[src/rtl/ttx_pkg.sv]
package ttx_pkg;

  typedef enum logic [1:0] {
    STOP_ONE      = 2'b00,
    STOP_ONE_HALF = 2'b01,
    STOP_TWO      = 2'b10,
    STOP_TWO_ALT  = 2'b11
  } stop_code_e;

  // Stop period length in half-bit intervals.
  function automatic int unsigned stop_halves(input logic [1:0] code);
    case (stop_code_e'(code))
      STOP_ONE:      stop_halves = 2;
      STOP_ONE_HALF: stop_halves = 3;
      default:       stop_halves = 4;
    endcase
  endfunction

endpackage

[src/rtl/ttx_frame_seq.sv]
module ttx_frame_seq import ttx_pkg::*; #(
  parameter int DATA_W = 8,
  parameter int POS_W  = 5
) (
  input  logic             clk,
  input  logic             rst_n,
  input  logic             half_tick,
  input  logic             load_req,
  input  logic             io_clr,
  input  logic [1:0]       stop_sel,
  output logic             load_acc,
  output logic             busy,
  output logic             active,
  output logic             frame_done,
  output logic [POS_W-1:0] pos
);

  localparam int BODY_HALVES = 2 * (DATA_W + 1);

  logic             busy_q, busy_d;
  logic             active_q, active_d;
  logic [POS_W-1:0] pos_q, pos_d;
  logic [1:0]       stop_q, stop_d;
  logic [POS_W-1:0] last_pos;
  logic             at_last;

  always_comb begin
    last_pos   = POS_W'(BODY_HALVES + int'(stop_halves(stop_q)) - 1);
    at_last    = (pos_q == last_pos);
    load_acc   = load_req && !busy_q && !io_clr;
    frame_done = busy_q && active_q && half_tick && at_last && !io_clr;
  end

  always_comb begin
    busy_d   = busy_q;
    active_d = active_q;
    pos_d    = pos_q;
    stop_d   = stop_q;
    if (io_clr) begin
      busy_d   = 1'b0;
      active_d = 1'b0;
      pos_d    = '0;
    end else begin
      if (half_tick && busy_q) begin
        if (!active_q) begin
          active_d = 1'b1;
          pos_d    = '0;
        end else if (at_last) begin
          active_d = 1'b0;
          busy_d   = 1'b0;
          pos_d    = '0;
        end else begin
          pos_d = pos_q + POS_W'(1);
        end
      end
      if (load_acc) begin
        busy_d = 1'b1;
        stop_d = stop_sel;
      end
    end
  end

  always_ff @(posedge clk or negedge rst_n) begin
    if (!rst_n) begin
      busy_q   <= 1'b0;
      active_q <= 1'b0;
      pos_q    <= '0;
      stop_q   <= 2'b00;
    end else begin
      busy_q   <= busy_d;
      active_q <= active_d;
      pos_q    <= pos_d;
      stop_q   <= stop_d;
    end
  end

  assign busy   = busy_q;
  assign active = active_q;
  assign pos    = pos_q;


  active_in_busy_chk: assert property (@(posedge clk) disable iff (!rst_n)
    active_q |-> busy_q);


  pos_bound_chk: assert property (@(posedge clk) disable iff (!rst_n)
    active_q |-> (pos_q <= POS_W'(BODY_HALVES + 3)));


  io_clear_chk: assert property (@(posedge clk) disable iff (!rst_n)
    io_clr |=> (!busy_q && !active_q));


  stop_hold_chk: assert property (@(posedge clk) disable iff (!rst_n)
    (busy_q && $past(busy_q)) |-> $stable(stop_q));

endmodule

[src/rtl/ttx_shifter.sv]
module ttx_shifter #(
  parameter int DATA_W = 8,
  parameter int POS_W  = 5
) (
  input  logic              clk,
  input  logic              rst_n,
  input  logic              load_acc,
  input  logic [DATA_W-1:0] data_in,
  input  logic              busy,
  input  logic              active,
  input  logic [POS_W-1:0]  pos,
  output logic              line
);

  localparam int IDX_W    = (DATA_W > 1) ? $clog2(DATA_W) : 1;
  localparam int DATA_END = 2 + 2 * DATA_W;

  logic [DATA_W-1:0] hold_q, hold_d;
  logic [IDX_W-1:0]  bit_sel;

  always_comb begin
    hold_d = hold_q;
    if (load_acc) hold_d = data_in;
  end

  always_ff @(posedge clk or negedge rst_n) begin
    if (!rst_n) hold_q <= '0;
    else        hold_q <= hold_d;
  end

  always_comb begin
    bit_sel = IDX_W'((pos - POS_W'(2)) >> 1);
    line    = 1'b1;
    if (active) begin
      if (pos < POS_W'(2))             line = 1'b0;
      else if (pos < POS_W'(DATA_END)) line = hold_q[bit_sel];
    end
  end


  hold_stable_chk: assert property (@(posedge clk) disable iff (!rst_n)
    (busy && $past(busy)) |-> $stable(hold_q));

endmodule

[src/rtl/ttx_flags.sv]
module ttx_flags (
  input  logic clk,
  input  logic rst_n,
  input  logic frame_done,
  input  logic load_acc,
  input  logic flag_clr,
  input  logic io_clr,
  input  logic int_en,
  output logic flag,
  output logic skip,
  output logic irq
);

  logic flag_q, flag_d;

  always_comb begin
    flag_d = flag_q;
    if (flag_clr || load_acc) flag_d = 1'b0;
    if (frame_done)           flag_d = 1'b1;
    if (io_clr)               flag_d = 1'b0;
  end

  always_ff @(posedge clk or negedge rst_n) begin
    if (!rst_n) flag_q <= 1'b0;
    else        flag_q <= flag_d;
  end

  assign flag = flag_q;
  assign skip = flag_q;
  assign irq  = flag_q && int_en;


  flag_set_at_end_chk: assert property (@(posedge clk) disable iff (!rst_n)
    $rose(flag_q) |-> $past(frame_done));


  set_beats_clear_chk: assert property (@(posedge clk) disable iff (!rst_n)
    (frame_done && flag_clr && !io_clr) |=> flag_q);

endmodule

[src/rtl/ttx_char_tx.sv]
module ttx_char_tx #(
  parameter int DATA_W = 8
) (
  input  logic              clk,
  input  logic              rst_n,
  input  logic              half_tick,
  input  logic              dev_load,
  input  logic [DATA_W-1:0] dev_data,
  input  logic [1:0]        stop_sel,
  input  logic              flag_clr,
  input  logic              io_clr,
  input  logic              int_en,
  output logic              line_out,
  output logic              done_flag,
  output logic              tx_active,
  output logic              skip,
  output logic              irq
);

  localparam int MAX_HALVES = 2 * (DATA_W + 1) + 4;
  localparam int POS_W      = $clog2(MAX_HALVES);

  logic [1:0]       rst_sync_q;
  logic             rst_n_int;
  logic             load_acc, busy, active, frame_done;
  logic [POS_W-1:0] pos;

  always_ff @(posedge clk or negedge rst_n) begin
    if (!rst_n) rst_sync_q <= 2'b00;
    else        rst_sync_q <= {rst_sync_q[0], 1'b1};
  end
  assign rst_n_int = rst_sync_q[1];

  ttx_frame_seq #(.DATA_W(DATA_W), .POS_W(POS_W)) seq_i (
    .clk(clk), .rst_n(rst_n_int), .half_tick(half_tick), .load_req(dev_load),
    .io_clr(io_clr), .stop_sel(stop_sel), .load_acc(load_acc), .busy(busy),
    .active(active), .frame_done(frame_done), .pos(pos));

  ttx_shifter #(.DATA_W(DATA_W), .POS_W(POS_W)) shift_i (
    .clk(clk), .rst_n(rst_n_int), .load_acc(load_acc), .data_in(dev_data),
    .busy(busy), .active(active), .pos(pos), .line(line_out));

  ttx_flags flags_i (
    .clk(clk), .rst_n(rst_n_int), .frame_done(frame_done), .load_acc(load_acc),
    .flag_clr(flag_clr), .io_clr(io_clr), .int_en(int_en), .flag(done_flag),
    .skip(skip), .irq(irq));

  assign tx_active = active;


  line_change_on_tick_chk: assert property (@(posedge clk) disable iff (!rst_n_int)
    !$stable(line_out) |-> ($past(half_tick) || $past(io_clr)));


  idle_mark_chk: assert property (@(posedge clk) disable iff (!rst_n_int)
    !busy |-> line_out);


  irq_needs_flag_chk: assert property (@(posedge clk) disable iff (!rst_n_int)
    irq |-> (skip && int_en));

endmodule

[config.mk]
export PLATFORM = sky130hd
export DESIGN_NAME = ttx_char_tx
export DESIGN_NICKNAME = d
export VERILOG_FILES = /design/src/rtl/ttx_pkg.sv /design/src/rtl/ttx_frame_seq.sv /design/src/rtl/ttx_shifter.sv /design/src/rtl/ttx_flags.sv /design/src/rtl/ttx_char_tx.sv
export SDC_FILE = /design/constraint.sdc
export NUM_CORES = 1
export LEC_CHECK = 0
export BUFFER_PORTS_ARGS = -buffer_cell sky130_fd_sc_hd__buf_4
export CAP_MARGIN = 20
export CORE_ASPECT_RATIO = 1.4
export CORE_MARGIN = 2
export CORE_UTILIZATION = 45
export CTS_BUF_LIST = sky130_fd_sc_hd__clkbuf_16
export CTS_CLUSTER_DIAMETER = 100
export DETAILED_ROUTE_END_ITERATION = 7
export GPL_TIMING_DRIVEN = 0
export HOLD_SLACK_MARGIN = 0.15
export PLACE_DENSITY = 0.71
export SLEW_MARGIN = 30
export SYNTH_ARGS = -nofsm -noshare
export SYNTH_HDL_FRONTEND = slang
export SYNTH_SLANG_ARGS = --single-unit
[constraint.sdc]
create_clock -name clk -period 2.6 [get_ports clk]
set_clock_uncertainty 0.2 [all_clocks]
set_input_delay 0.52 -clock clk [delete_from_list [all_inputs] [get_ports clk]]
set_output_delay 0.52 -clock clk [all_outputs]
set_load 0.005 [all_outputs]
==> impl_metrics.ini <==
[run_status]
status = finished, violations left
violations = setup timing

[logic_synthesis]
synth-edff-count = 0
synth_largest_area_cell = dfrtp_1
synth_common_cells = dfrtp_1, mux2_2, nand2_1
synth.area.top_cells = dfrtp_1, mux2_2, ha_1, nand2_1, mux4_1
synth_nets = 110
yosysUniqueCellTypes = 33
avgSynthCellArea_um2 = 11.8
async_reset_ff_frac = 1.00
yosysMostFrequentCell = dfrtp_1
synth_area_um2 = 1060
synthCells = 90
ys_seq_area_frac = 0.473
synth-seq-cells = 20
ys.flop_type = dfrtp_1
yosys.area.top_type_share = 0.473
yosysWarnings = 0

[die]
core_area_um2 = 2200
rows = 20
fp.dieW_um = 45.0
die-area_um2 = 2760
io_pins = 22
start_util = 0.481
fp.dieH_um = 61.4

[drt]
post_drt_wl_per_cell_um = 15.5
dr.max_layer_used = met4
vias_per_cell = 5.72
drt_iter0_markers = 19
ant_nets = 0
dr.pass1.iters = 3
num_vias = 812
wirelength_mm = 2.21
met1_length_um = 893
drc = 0
wl_met3_um = 64
met2_length_mm = 1.21

[job]
maxCapViolations = 0

[min_path]
hold_end = rst_sync_q[1]$_DFF_PN0_
whs_path_depth = 0
hp-class = reg -> reg
min_from = rst_sync_q[0]$_DFF_PN0_

[worst_setup_path]
rr_worst_depth = 6
worstReg2RegEnd = seq_i.pos[3]$_DFFE_PN0P_
worstSetupEndpointType = output pin
worstPathRequired_ns = 1.88
crit_path_max_fanout = 3
rr_startpoint = seq_i.pos[1]$_DFFE_PN0P_
cp-start-kind = flip-flop
worstPathArrival_ns = 1.94
criticalPathCategory = reg -> out
r2r_slack_ns = 0.84

[power]
p_leak_nw = 0.607
p_comb_frac = 0.128
switching_power_uw = 162
max-vdd-ir-drop_uv = 431
p_seq_frac = 0.474
switching_share = 0.209
p_per_area_nw_per_um2 = 555
intPower_uw = 613
p_clk_frac = 0.398

[place]
place.gp.congestion = 0.769
port_buffers = 20
dp_hpwl_mm = 1.52
dp.cells = 132
place_ws_ns = -0.0833

[global_route]
grtUsageTotal = 0.192
antenna_found_initial = 0
grt_pass1_vias = 833
grt_overflow = 0
grt_max_degree = 19
grt_pass1_wl_mm = 3.77

[cells_and_area]
num-nets-final = 141
instances_no_fill = 142
syn2layout_area_growth_pct = 31.9
diodes = 0
drive_above_1_share = 0.433

[clock_tree]
cts.clk_slew.worst_paths_ns = 0.05
cts_buffers = 3
tritoncts = yes
ctsHtreeMaxLevel = 1
clkLatencyLatePin_ns = 0.25
cts_sinks = 20
cts_max_path_buffers = 2
cts-root-buf = clkbuf_16

[sta]
fmax_ghz = 0.376
drv_slew = 0
period_minus_slack_ns = 2.66
min_period_over_period = 1.02
fin_hold_ws_ns = 0.155
worst_slack_ns = -0.0620
maxSlewHeadroom = 0.454
setup_viol = 1
hold_viol_final = 0
worst_slew_pin_slew_ns = 0.816
rsz0062_at_grt = true
-- worst max-delay path by stage --
stage	from	to	slack (ns)
floorplan	seq_i.pos[1]$_DFFE_PN0P_	line_out	0.25
global placement	seq_i.pos[1]$_DFFE_PN0P_	line_out	-0.01
detailed placement	seq_i.pos[1]$_DFFE_PN0P_	line_out	-0.08
CTS	seq_i.pos[2]$_DFFE_PN0P_	line_out	0.007
global route	seq_i.pos[2]$_DFFE_PN0P_	line_out	-0.08
finish	seq_i.pos[2]$_DFFE_PN0P_	line_out	-0.06
-- registers in the layout, indices dropped and copies added (netlist names) --
signal,cells
flags_i.flag,1
rst_sync_q,2
seq_i.active,1
seq_i.busy,1
seq_i.pos,5
seq_i.stop_q,2
shift_i.hold_q,8
-- worst max-delay path, cell delays in order, from the launching register on --
cell and delay, ns:
dfrtp_2 0.39, inv_2 0.06, ha_4 0.29, mux2_4 0.31
a221oi_2 0.30, a21o_1 0.13, a31oi_1 0.08, buf_4 0.15
-- cells in the final DEF (no fill, tap or decap), types with 2 or more instances in the layout --
cell type       n
mux2_2         10
nand2b_1        2
buf_4          25
dfrtp_1        18
ha_1            2
o31ai_1         3
dfrtp_2         2
clkbuf_16       3
nand2_1         8
dlygate4sd3_1   2
mux2_4          2
nor2_1          4
a21oi_1         5
mux2i_1         2
nor3b_1         2
a211oi_1        3
inv_1           2
a31oi_1         2
nor2b_1         2
-- power by group through the flow --
stage / registers [mW] / logic (mW) / clock network, mW
3_3_place_gp: 0.374 / 0.0838 / 0
5_1_grt: 0.371 / 0.109 / 0.327
4_1_cts: 0.366 / 0.0986 / 0.316
6_report: 0.367 / 0.0994 / 0.308
2_1_floorplan: 0.368 / 0.0572 / 0
3_5_place_dp: 0.377 / 0.0872 / 0
-- layer usage --
| layer | track usage | up-vias |
|---|---|---|
| met4 | 0.105 | 0 |
| met1 | 0.229 | 404 |
| met3 | 0.0323 | 4 |
| li1 | - | 393 |
| met2 | 0.324 | 11 |
| met5 | 0 | - |
-- stage by stage --
step | util | instance area (µm²) | total power [mW] | TNS, ns
finish | 0.634 | 1400 | 0.775 | -0.0620
global route | 0.634 | 1400 | 0.807 | -0.0755
CTS | 0.632 | 1390 | 0.781 | 0
detailed placement | 0.561 | 1240 | 0.464 | -0.0833
global placement | 0.561 | 1240 | 0.458 | -0.0136
floorplan | - | 1060 | 0.425 | 0
-- logic make-up (layout without fill, tap and decap cells) --
logic type,count (synthesis),in the layout,synth area share
fa+ha+maj,3,3,0.0355
other cells,1,1,0.00354
mux,15,15,0.171
compound gates,20,20,0.155
simple gates,25,25,0.137
flops,20,20,0.473
buf+inv,6,36,0.0248
-- area by class of cell --
type	count	area, µm²
Fill cell	174	806
Multi-Input combinational cell	64	558
Sequential cell	20	503
Timing Repair Buffer	26	200
Clock buffer	3	75.1
Tap cell	22	27.5
Inverter	4	17.5
Buffer	2	11.3
Clock inverter	1	3.75
-- timing repair --
action | CTS | global route
gates resized for setup | 7 | 1
hold buffers | 2 | 0
pin swaps | 3 | 1
setup buffers | 4 | 0
endpoints found under the hold margin | 20 | 0
cloned | 0 | 0
endpoints found under the setup margin | 1 | 1
Power figures use the tool's default switching activity.
